File: src/rtl/sio_tx_pkg.sv
package sio_tx_pkg;
  localparam int unsigned SIO_DATA_W     = 8;
  localparam int unsigned SIO_FIFO_DEPTH = 4;
  localparam int unsigned SIO_CLK_DIV    = 4;

  typedef struct packed {
    logic underrun;
    logic overflow;
  } sio_err_t;
endpackage

File: src/rtl/sio_tx_fifo.sv
module sio_tx_fifo #(
  parameter int unsigned W     = 8,
  parameter int unsigned DEPTH = 4
) (
  input  logic         clk,
  input  logic         rst_n,
  input  logic         push_i,
  input  logic         pop_i,
  input  logic [W-1:0] din_i,
  output logic [W-1:0] dout_o,
  output logic         empty_o,
  output logic         drop_o
);
  localparam int unsigned AW = (DEPTH > 1) ? $clog2(DEPTH) : 1;
  localparam int unsigned CW = $clog2(DEPTH + 1);

  logic [W-1:0]  mem [DEPTH];
  logic [AW-1:0] wr_ptr_q, wr_ptr_d, rd_ptr_q, rd_ptr_d;
  logic [CW-1:0] count_q, count_d;
  logic          full, wr_ok, rd_ok;

  function automatic logic [AW-1:0] ptr_inc(input logic [AW-1:0] p);
    return (p == AW'(DEPTH - 1)) ? '0 : p + 1'b1;
  endfunction

  assign full    = (count_q == CW'(DEPTH));
  assign empty_o = (count_q == '0);
  assign wr_ok   = push_i & ~full;
  assign rd_ok   = pop_i & ~empty_o;
  assign drop_o  = push_i & full;
  assign dout_o  = mem[rd_ptr_q];

  for (genvar g = 0; g < DEPTH; g++) begin : g_slot
    always_ff @(posedge clk) begin
      if (wr_ok && (wr_ptr_q == AW'(g))) mem[g] <= din_i;
    end
  end

  always_comb begin
    wr_ptr_d = wr_ok ? ptr_inc(wr_ptr_q) : wr_ptr_q;
    rd_ptr_d = rd_ok ? ptr_inc(rd_ptr_q) : rd_ptr_q;
    count_d  = count_q;
    case ({wr_ok, rd_ok})
      2'b10:   count_d = count_q + 1'b1;
      2'b01:   count_d = count_q - 1'b1;
      default: count_d = count_q;
    endcase
  end

  always_ff @(posedge clk or negedge rst_n) begin
    if (!rst_n) begin
      wr_ptr_q <= '0;
      rd_ptr_q <= '0;
      count_q  <= '0;
    end else begin
      wr_ptr_q <= wr_ptr_d;
      rd_ptr_q <= rd_ptr_d;
      count_q  <= count_d;
    end
  end


  no_overflow_chk: assert property (@(posedge clk) disable iff (!rst_n)
    (push_i && full && !pop_i) |=> (count_q == CW'(DEPTH)));
endmodule

File: src/rtl/sio_tx_clkgen.sv
module sio_tx_clkgen #(
  parameter int unsigned DIV = 4
) (
  input  logic clk,
  input  logic rst_n,
  input  logic int_mode_i,
  input  logic ext_sclk_i,
  input  logic busy_i,
  output logic tick_o,
  output logic sclk_o
);
  localparam int unsigned DW   = (DIV > 1) ? $clog2(DIV) : 1;
  localparam int unsigned HALF = DIV / 2;

  logic [DW-1:0] div_q, div_d;
  logic [2:0]    ext_q, ext_d;
  logic          run, int_tick, ext_tick;

  assign run      = int_mode_i & busy_i;
  assign int_tick = run & (div_q == DW'(DIV - 1));
  assign ext_tick = ~int_mode_i & ext_q[2] & ~ext_q[1];
  assign tick_o   = int_tick | ext_tick;
  assign sclk_o   = ~(run & (div_q < DW'(HALF)));

  always_comb begin
    div_d = '0;
    if (run) div_d = int_tick ? '0 : div_q + 1'b1;
    ext_d = {ext_q[1], ext_q[0], ext_sclk_i};
  end

  always_ff @(posedge clk or negedge rst_n) begin
    if (!rst_n) begin
      div_q <= '0;
      ext_q <= '1;
    end else begin
      div_q <= div_d;
      ext_q <= ext_d;
    end
  end


  clk_low_after_tick_chk: assert property (@(posedge clk) disable iff (!rst_n)
    (int_tick && busy_i && int_mode_i) |=> (div_q == '0));
endmodule

File: src/rtl/sio_tx_shifter.sv
module sio_tx_shifter #(
  parameter int unsigned W = 8
) (
  input  logic         clk,
  input  logic         rst_n,
  input  logic         tick_i,
  input  logic         load_i,
  input  logic [W-1:0] data_i,
  output logic         busy_o,
  output logic         sdo_o,
  output logic         frame_end_o
);
  localparam int unsigned CW = (W > 1) ? $clog2(W) : 1;

  logic [W-1:0]  sreg_q, sreg_d;
  logic [CW-1:0] cnt_q, cnt_d;
  logic          busy_q, busy_d;

  assign frame_end_o = busy_q & tick_i & (cnt_q == CW'(W - 1));
  assign busy_o      = busy_q;
  assign sdo_o       = busy_q ? sreg_q[0] : 1'b1;

  always_comb begin
    sreg_d = sreg_q;
    cnt_d  = cnt_q;
    busy_d = busy_q;
    if (load_i) begin
      sreg_d = data_i;
      cnt_d  = '0;
      busy_d = 1'b1;
    end else if (frame_end_o) begin
      busy_d = 1'b0;
    end else if (busy_q && tick_i) begin
      sreg_d = {1'b1, sreg_q[W-1:1]};
      cnt_d  = cnt_q + 1'b1;
    end
  end

  always_ff @(posedge clk or negedge rst_n) begin
    if (!rst_n) begin
      sreg_q <= '1;
      cnt_q  <= '0;
      busy_q <= 1'b0;
    end else begin
      sreg_q <= sreg_d;
      cnt_q  <= cnt_d;
      busy_q <= busy_d;
    end
  end


  mid_frame_busy_chk: assert property (@(posedge clk) disable iff (!rst_n)
    (busy_q && tick_i && (cnt_q != CW'(W - 1))) |=> busy_q);
endmodule

File: src/rtl/sio_tx_path.sv
module sio_tx_path
  import sio_tx_pkg::*;
#(
  parameter int unsigned DATA_W     = SIO_DATA_W,
  parameter int unsigned FIFO_DEPTH = SIO_FIFO_DEPTH,
  parameter int unsigned CLK_DIV    = SIO_CLK_DIV
) (
  input  logic              clk,
  input  logic              rst_n,
  input  logic              wr_en,
  input  logic [DATA_W-1:0] wr_data,
  input  logic              dbuf_en,
  input  logic              fifo_en,
  input  logic              int_clk,
  input  logic              stat_rd,
  input  logic              ext_sclk,
  output logic              sdo,
  output logic              sclk_out,
  output logic              tx_irq,
  output logic              hold_empty,
  output logic              underrun_err,
  output logic              fifo_ovf
);
  logic [1:0] rst_pipe_q;
  logic       rst_n_q;

  always_ff @(posedge clk or negedge rst_n) begin
    if (!rst_n) rst_pipe_q <= '0;
    else        rst_pipe_q <= {rst_pipe_q[0], 1'b1};
  end
  assign rst_n_q = rst_pipe_q[1];

  logic              tick, busy, frame_end, load;
  logic              q_mode, fifo_push, fifo_pop, fifo_empty, fifo_drop;
  logic [DATA_W-1:0] fifo_head;
  logic [DATA_W-1:0] hold_q, hold_d;
  logic              hold_full_q, hold_full_d;
  logic              wr_hold, irq_q, irq_d, under_set;
  sio_err_t          err_q, err_d;

  assign q_mode    = dbuf_en & fifo_en;
  assign fifo_push = wr_en & q_mode;
  assign load      = hold_full_q & (frame_end | (~busy & (int_clk | tick)));
  assign fifo_pop  = q_mode & ~fifo_empty & (load | ~hold_full_q);
  assign wr_hold   = wr_en & (dbuf_en ? ~fifo_en : (~hold_full_q & ~busy));
  assign under_set = ~int_clk & dbuf_en & ~fifo_en & frame_end & ~hold_full_q;

  sio_tx_fifo #(.W(DATA_W), .DEPTH(FIFO_DEPTH)) u_fifo (
    .clk    (clk),
    .rst_n  (rst_n_q),
    .push_i (fifo_push),
    .pop_i  (fifo_pop),
    .din_i  (wr_data),
    .dout_o (fifo_head),
    .empty_o(fifo_empty),
    .drop_o (fifo_drop)
  );

  sio_tx_clkgen #(.DIV(CLK_DIV)) u_clkgen (
    .clk       (clk),
    .rst_n     (rst_n_q),
    .int_mode_i(int_clk),
    .ext_sclk_i(ext_sclk),
    .busy_i    (busy),
    .tick_o    (tick),
    .sclk_o    (sclk_out)
  );

  sio_tx_shifter #(.W(DATA_W)) u_shift (
    .clk        (clk),
    .rst_n      (rst_n_q),
    .tick_i     (tick),
    .load_i     (load),
    .data_i     (hold_q),
    .busy_o     (busy),
    .sdo_o      (sdo),
    .frame_end_o(frame_end)
  );

  always_comb begin
    hold_d      = hold_q;
    hold_full_d = hold_full_q;
    if (wr_hold) begin
      hold_d      = wr_data;
      hold_full_d = 1'b1;
    end else if (fifo_pop) begin
      hold_d      = fifo_head;
      hold_full_d = 1'b1;
    end else if (load) begin
      hold_full_d = 1'b0;
    end
    irq_d = dbuf_en ? (hold_full_q & ~hold_full_d) : frame_end;
    err_d.underrun = under_set | (err_q.underrun & ~stat_rd);
    err_d.overflow = fifo_drop | (err_q.overflow & ~stat_rd);
  end

  always_ff @(posedge clk or negedge rst_n_q) begin
    if (!rst_n_q) begin
      hold_q      <= '0;
      hold_full_q <= 1'b0;
      irq_q       <= 1'b0;
      err_q       <= '0;
    end else begin
      hold_q      <= hold_d;
      hold_full_q <= hold_full_d;
      irq_q       <= irq_d;
      err_q       <= err_d;
    end
  end

  assign tx_irq       = irq_q;
  assign hold_empty   = ~hold_full_q;
  assign underrun_err = err_q.underrun;
  assign fifo_ovf     = err_q.overflow;


  xfer_irq_chk: assert property (@(posedge clk) disable iff (!rst_n_q)
    (dbuf_en && !fifo_en && load && !wr_en) |=> (hold_empty && tx_irq));


  refill_chk: assert property (@(posedge clk) disable iff (!rst_n_q)
    (q_mode && !hold_full_q && !fifo_empty) |=> !hold_empty);


  no_int_underrun_chk: assert property (@(posedge clk) disable iff (!rst_n_q)
    (int_clk && !underrun_err) |=> !underrun_err);


  stat_clr_chk: assert property (@(posedge clk) disable iff (!rst_n_q)
    (stat_rd && !frame_end && !fifo_drop) |=> (!underrun_err && !fifo_ovf));
endmodule

File: config.mk
export PLATFORM = sky130hd
export DESIGN_NAME = sio_tx_path
export DESIGN_NICKNAME = d
export VERILOG_FILES = /design/src/rtl/sio_tx_pkg.sv /design/src/rtl/sio_tx_fifo.sv /design/src/rtl/sio_tx_clkgen.sv /design/src/rtl/sio_tx_shifter.sv /design/src/rtl/sio_tx_path.sv
export SDC_FILE = /design/constraint.sdc
export NUM_CORES = 1
export LEC_CHECK = 0
export ABC_AREA = 1
export BUFFER_PORTS_ARGS = -buffer_cell sky130_fd_sc_hd__clkbuf_2
export CAP_MARGIN = 5
export CELL_PAD_IN_SITES_DETAIL_PLACEMENT = 1
export CELL_PAD_IN_SITES_GLOBAL_PLACEMENT = 2
export CORE_MARGIN = 3
export CORE_UTILIZATION = 25
export DETAILED_ROUTE_END_ITERATION = 7
export PLACE_DENSITY_LB_ADDON = 0.1
export REMOVE_ABC_BUFFERS = 1
export SYNTH_ARGS = -nofsm -noshare
export SYNTH_HDL_FRONTEND = slang
export SYNTH_SLANG_ARGS = --single-unit
File: constraint.sdc
create_clock -name clk -period 1.4 [get_ports clk]
set_input_delay 0.28 -clock clk [delete_from_list [all_inputs] [get_ports clk]]
set_output_delay 0.28 -clock clk [all_outputs]
set_load 0.03 [all_outputs]
==> out/metrics.yaml, run 1 <==
worstSetupPathType: "reg -> reg"
synth_cell_types: 30
use_met1_pct: 14.9
insertion_delay_ns: 0.34
arrival_ns: 2.25
yosys.area_share.xor_xnor_pct: 0.547
violations: "negative setup slack"
grt_max_degree: 37
setup_ws_ns: -0.630
cts-root-buf: "clkbuf_16"
cts_made_buffers: 9
leakage_uw: 0.00212
cts_tree: "built"
layout.cells.non_filler: 587
avgSynthCellArea_sq_um: 9.53
firstDrtPassIters: 3
route.detailed.drc: 0
met3_usage_pct: 3.56
fin_hold_ws_ns: 0.0285
worstPathRequired_ns: 1.62
totalWireLength_mm: 7.64
p_int_uw: 5820
gp_congestion: 0.681
synth_area_leader_cell: "edfxtp_1"
die_h_um: 119
syn_inst: 336
clk_path_buf_depth: 2
synthAdderAreaFrac_pct: 4.14
area_growth_pct: 43.8
postSynth.asyncResetShare_pct: 54.3
synth-edff-count: 32
htree_levels: 3
grt.busiest_layer: "met2"
hold_viol: 0
crit_path_start_kind: "register"
vias: 2416
min_path_type: "in -> reg"
ant_nets: 0
num_antenna_cells: 0
clkPwrFrac_pct: 28.4
worstPathMaxFanout: 3
power_frac_seq_pct: 34.2
wl_per_cell_um: 13.0
setup_viol: 62
nNetsFinal: 440
numClockSinks: 70
vias_per_cell: 4.12
rows: 40
placed_cells: 554
cap_violations: 0
synth.yosys.seq_area_share_pct: 60.1
status: "finished with violations"
synthFlopType: "edfxtp_1"
initial_core_util_pct: 26.1
fmax_mhz: 493
tns_ns: -13.35
antenna_found_initial: 0
core_area_sq_um: 12300
grtUsageMet2_pct: 18.9
fin_worst_skew_ns: 0.00598
power.total_uw: 8720
multiInputGateArea_sq_um: 1220
yosysWarnings: 0
synthTopCellsByCount: "nand2_1, inv_1, edfxtp_1, o21ai_0, nor2_1"
dp_hpwl_mm: 5.06
drtIter0Drc: 72
power_switching_uw: 2900
grt_first_pass_wirelength_mm: 12.9
powerDensity_nw_per_um2: 1890
synth_seq_cells: 70
synth.most_common_cell: "nand2_1"
pre_cts_ws_ns: -0.833
endpoint_kind: "register"
period_needed_ns: 2.03
drive_gt1_share_pct: 35.1
die_x_um: 119
fillers: 1384
yosysTopAreaCellShare_pct: 30.0
synth.mux.area_fraction_pct: 0
rsz0062_at_grt: "true"
dieArea_sq_um: 14200
first_global_vias: 2559
grt-ovfl-total: 0
path_clk_slew_ns: 0.06
combPwrFrac_pct: 37.4
grt_usage_pct: 11.9
switching_share_pct: 33.2
ir_worst_vdd_uv: 590
timing.final.crit_share_pct: 145
synth-simple-area-share_pct: 18.8
regArea_sq_um: 1930
synth_compound_area_share_pct: 8.44
maxSlewViolCount: 0
synth_top_family_by_area: "simple AND/OR/NAND/NOR gates"
port_buffers: 21
yosys-top-cells-area: "edfxtp_1, dfrtp_1, nand2_1"
pin_count: 22
netlist_area_sq_um: 3200
[final timing paths]
path | endpoint | start | slack, ns | depth (start not counted)
worst max register to register | u_fifo.count_q[2] | u_clkgen.div_q[0] | -0.63 | 13
min in group asynchronous | hold_q[3] | rst_pipe_q[1] | 0.24 | 1
worst min-delay path | u_clkgen.ext_q[0] | ext_sclk | 0.03 | 1
max in group asynchronous | u_clkgen.ext_q[0] | rst_pipe_q[1] | 0.89 | 1
worst max-delay path | u_fifo.count_q[2] | u_clkgen.div_q[0] | -0.63 | 13
worst min register to register | hold_q[3] | rst_pipe_q[1] | 0.24 | 1
[state kept, by name, indices dropped and copies added, names as in the netlist]
| register | count |
|---|---|
| u_clkgen.div_q | 2 |
| u_fifo.count_q | 3 |
| fifo_ovf | 1 |
| hold_full_q | 1 |
| tx_irq | 1 |
| hold_q | 8 |
| rst_pipe_q | 2 |
| u_fifo.rd_ptr_q | 2 |
| u_shift.busy_o | 1 |
| u_fifo.mem | 32 |
| u_shift.cnt_q | 3 |
| u_shift.sreg_q | 8 |
| u_fifo.wr_ptr_q | 2 |
| underrun_err | 1 |
| u_clkgen.ext_q | 3 |
[worst max-delay path, cell delays in order (launching register included)]
cell	delay, ns
dfrtp_1	0.39
ha_4	0.17
inv_4	0.04
a21oi_4	0.13
nand3_2	0.11
nand3_4	0.09
nand2_4	0.06
inv_4	0.07
ha_4	0.13
inv_4	0.03
fa_2	0.34
a21oi_2	0.12
o21ai_1	0.08
xor2_1	0.16
[final cells by class]
| cell class | count | area share, % |
|---|---|---|
| Clock inverter | 6 | 2.06 |
| Tap cell | 168 | 4.56 |
| Sequential cell | 70 | 41.8 |
| Multi-Input combinational cell | 206 | 26.5 |
| Inverter | 50 | 4.40 |
| Clock buffer | 10 | 4.97 |
| Timing Repair Buffer | 77 | 15.6 |
[cells in the final DEF, fill, tap and decap left out, drive strengths merged]
cell,instances
a21o,1
a21oi,14
a31oi,1
buf,57
bufbuf,1
bufinv,2
clkbuf,28
clkinv,3
conb,1
dfrtp,27
dfstp,11
dlygate4sd3,1
edfxtp,32
fa,1
ha,9
inv,51
nand2,83
nand3,24
nand4,2
nor2,30
nor3,1
o21ai,33
o22ai,1
or2,3
xnor2,1
xor2,1
[per-layer routing]
metal,routed length [um],share of wire [%]
met3,229,3.0
met2,3760,49
met5,0,0
met1,3490,46
met4,155,2.0
[power groups by stage]
stage / clock [uW] / combinational, uW / sequential (uW)
floorplan: 0 / 1450 / 3050
finish: 2470 / 3260 / 2980
global placement: 0 / 2600 / 2980
global route: 2670 / 3720 / 3050
detailed placement: 0 / 2650 / 2990
CTS: 2580 / 3190 / 2970
[logic make-up after synthesis]
group                      after synthesis
xor gates and xnor gates                 2
and+or+nand+nor                        143
buffers and inverters                   60
DFF                                     70
other                                    1
AOI/OAI and AO/OA                       50
adders and majority gates               10
[through the flow]
| stage | cell area (sq um) | utilization (%) |
|---|---|---|
| 2_1_floorplan | 3140 | - |
| 3_3_place_gp | 3810 | 31.1 |
| 3_5_place_dp | 3810 | 31.1 |
| 4_1_cts | 4520 | 36.9 |
| 5_1_grt | 4610 | 37.6 |
| 6_report | 4610 | 37.6 |
[timing repair]
action	in CTS	in global routing
hold buffers	1	0
cloned	1	0
pin swaps	11	6
resized for setup	72	18
setup buffers	15	5
endpoints found under the setup margin	62	63
endpoints found under the hold margin	2	0
Note: power is estimated with default switching activity, not from simulation.
==> run 2: changes to the inputs <==
Settings changed: ABC_AREA 1 to default, CORE_UTILIZATION 25 to 42, CTS_CLUSTER_SIZE from default to 14.
==> out/metrics.yaml, run 2 <==
dieArea_sq_um: 8360  # was 14200 sq um
hold_viol: 0  # unchanged
vias_per_cell: 5.14  # was 4.12
htree_levels: 3  # unchanged
synthTopCellsByCount: "edfxtp_1, dfrtp_1, and2_1, nand2_1, a221o_1"  # was nand2_1, inv_1, edfxtp_1, o21ai_0, nor2_1
netlist_area_sq_um: 3070  # was 3200 sq um
setup_viol: 61  # was 62
maxSlewViolCount: 0  # unchanged
vias: 2036  # was 2416
status: "finished with violations"  # unchanged
rsz0062_at_grt: "true"  # unchanged
cts-root-buf: "clkbuf_8"  # was clkbuf_16
timing.final.crit_share_pct: 162  # was 145%
die_x_um: 91.5  # was 119 um
fin_worst_skew_ns: 0.00643  # was 0.00598 ns
nNetsFinal: 321  # was 440
cap_violations: 0  # unchanged
syn_inst: 220  # was 336
power_frac_seq_pct: 40.3  # was 34.2%
synth.most_common_cell: "edfxtp_1"  # was nand2_1
initial_core_util_pct: 44.2  # was 26.1%
largest_register_ffs: 32  # unchanged
top_regs: "u_fifo.mem (32), hold_q (8), u_shift.sreg_q (8)"  # unchanged
num_antenna_cells: 0  # unchanged
power_switching_uw: 2370  # was 2900 uW
worstSetupPathType: "reg -> reg"  # unchanged
totalWireLength_mm: 7.17  # was 7.64 mm
dp_hpwl_mm: 4.70  # was 5.06 mm
powerDensity_nw_per_um2: 1780  # was 1890 nW/um^2
worstPathMaxFanout: 2  # was 3
ant_nets: 0  # unchanged
p_int_uw: 5040  # was 5820 uW
fmax_mhz: 440  # was 493 MHz
pre_cts_ws_ns: -0.970  # was -0.833 ns
insertion_delay_ns: 0.34  # about the same
combPwrFrac_pct: 37.4  # about the same
postSynth.asyncResetShare_pct: 54.3  # unchanged
pin_count: 22  # unchanged
period_needed_ns: 2.27  # was 2.03 ns
antenna_found_initial: 0  # unchanged
crit_path_start_kind: "register"  # unchanged
setup_ws_ns: -0.874  # was -0.630 ns
switching_share_pct: 31.9  # was 33.2%
clk_path_buf_depth: 2  # unchanged
numClockSinks: 70  # unchanged
grt_first_pass_wirelength_mm: 11.9  # was 12.9 mm
synth.yosys.seq_area_share_pct: 62.8  # was 60.1%
worstPathRequired_ns: 1.62  # about the same
clkPwrFrac_pct: 22.4  # was 28.4%
violations: "negative setup slack"  # unchanged
fin_util_pct: 59.9  # was 37.6%
area_growth_pct: 35.7  # was 43.8%
port_buffers: 21  # unchanged
arrival_ns: 2.50  # was 2.25 ns
grt-ovfl-total: 0  # unchanged
leakage_uw: 0.00172  # was 0.00212 uW
yosys-top-cells-area: "edfxtp_1, dfrtp_1, dfstp_2"  # was edfxtp_1, dfrtp_1, nand2_1
synth_area_leader_cell: "edfxtp_1"  # unchanged
core_area_sq_um: 6940  # was 12300 sq um
regMostFlops: "u_fifo.mem"  # unchanged
synth-edff-count: 32  # unchanged
synth_seq_cells: 70  # unchanged
firstDrtPassIters: 4  # was 3
grt_usage_pct: 18.4  # was 11.9%
final_common_cell: "buf_4"  # was nand2_1
cts_tree: "built"  # unchanged
synthFlopType: "edfxtp_1"  # unchanged
power.total_uw: 7410  # was 8720 uW
drive_gt1_share_pct: 51.3  # was 35.1%
drtIter0Drc: 43  # was 72
ir_worst_vdd_uv: 771  # was 590 uV
grt_max_degree: 37  # unchanged
fillers: 654  # was 1384
avgSynthCellArea_sq_um: 13.9  # was 9.53 sq um
cts_made_buffers: 9  # unchanged
rows: 30  # was 40
layout_common_cells: "buf_4, edfxtp_1, dfrtp_1, clkbuf_2, a221o_1"  # was nand2_1, inv_1, buf_4, edfxtp_1, o21ai_0
endpoint_kind: "register"  # unchanged
min_path_type: "in -> reg"  # unchanged
route.detailed.drc: 0  # unchanged
path_clk_slew_ns: 0.08  # was 0.06 ns
yosysWarnings: 0  # unchanged
yosysTopAreaCellShare_pct: 31.3  # was 30.0%
gp_congestion: 0.802  # was 0.681
first_global_vias: 2292  # was 2559
die_h_um: 91.5  # was 119 um
synth_cell_types: 40  # was 30
wl_per_cell_um: 18.1  # was 13.0 um
run 2: cell count changes after synthesis, moves of 8 or more:
cell | before | now
and2_1 | 0 | 19
o21ai_0 | 31 | 4
mux4_2 | 0 | 8
nand3_1 | 21 | 1
inv_1 | 49 | 12
a21oi_1 | 12 | 2
a221o_1 | 0 | 15
nand2_1 | 80 | 16
nor3_1 | 1 | 10
nor2_1 | 30 | 11
run 2: per-stage QoR:
step                hold slack [ns]  cell area (sq um)  setup TNS (ns)  instances
finish                        0.164               4160          -11.77        396
global route                  0.159               4160          -15.23        396
global placement             0.0649               3580          -17.21        366
CTS                         0.00310               4060          -12.27        396
detailed placement           0.0713               3580          -18.20        366
floorplan                   -0.0156               3020          -12.86        212
run 2: final cells by class:
class	instances	area (sq um)	share of cell area (%)
Timing Repair Buffer	72	581	13.9
Clock buffer	9	124	2.98
Clock inverter	7	81.3	1.95
Tap cell	96	120	2.89
Inverter	12	47.5	1.14
Sequential cell	70	1930	46.3
Multi-Input combinational cell	130	1280	30.8
run 2: power groups by stage:
stage | logic [uW] | clock network, uW | registers (uW)
6_report | 2770 | 1660 | 2990
5_1_grt | 3000 | 1820 | 3050
4_1_cts | 2530 | 1700 | 2970
3_5_place_dp | 2040 | 0 | 3000
3_3_place_gp | 1930 | 0 | 2970
2_1_floorplan | 1190 | 0 | 3000
run 2: final timing paths:
path | slack (ns) | cells past startpoint | startpoint | end
max in group asynchronous | 0.74 | 1 | rst_pipe_q[1] | u_shift.sreg_q[2]
hold / removal | 0.16 | 2 | stat_rd | underrun_err
setup reg to reg | -0.87 | 10 | u_clkgen.ext_q[2] | u_fifo.count_q[2]
hold reg to reg | 0.29 | 1 | rst_pipe_q[1] | u_fifo.wr_ptr_q[1]
setup / recovery | -0.87 | 10 | u_clkgen.ext_q[2] | u_fifo.count_q[2]
min in group asynchronous | 0.27 | 2 | rst_n | rst_pipe_q[1]
run 2: critical path: stages (launching register included):
cell,delay [ns]
dfstp_2,0.54
nor2b_4,0.15
nor3_2,0.05
or3b_4,0.43
inv_4,0.07
ha_4,0.14
inv_2,0.04
fa_2,0.34
xor2_1,0.16
nor2_1,0.07
xor2_1,0.16
run 2: layer usage:
layer	GRT usage, %	part of all wire, %	up-vias
met3	3.81	2.2	9
met1	23.5	43	1049
met5	0	0	-
met4	5.40	1.4	0
met2	31.3	53	18
li1	-	-	960
run 2: timing repair:
item,in CTS,in global routing
gates resized for setup,58,29
endpoints found under the hold margin,2,1
pin swaps,21,7
cloned,1,0
hold buffers,1,1
endpoints found under the setup margin,63,66
buffers inserted,20,5
run 2: logic make-up (layout without fill, tap and decap cells):
kind of cell | after synthesis | after routing | synth area share, %
DFF | 70 | 70 | 62.8
other | 1 | 1 | 0.122
adders and majority gates | 10 | 10 | 4.32
xor gates and xnor gates | 4 | 4 | 1.14
AOI/OAI and AO/OA | 31 | 31 | 8.45
buffers and inverters | 20 | 100 | 3.10
and+or+nand+nor | 71 | 71 | 12.4
muxes | 13 | 13 | 7.71
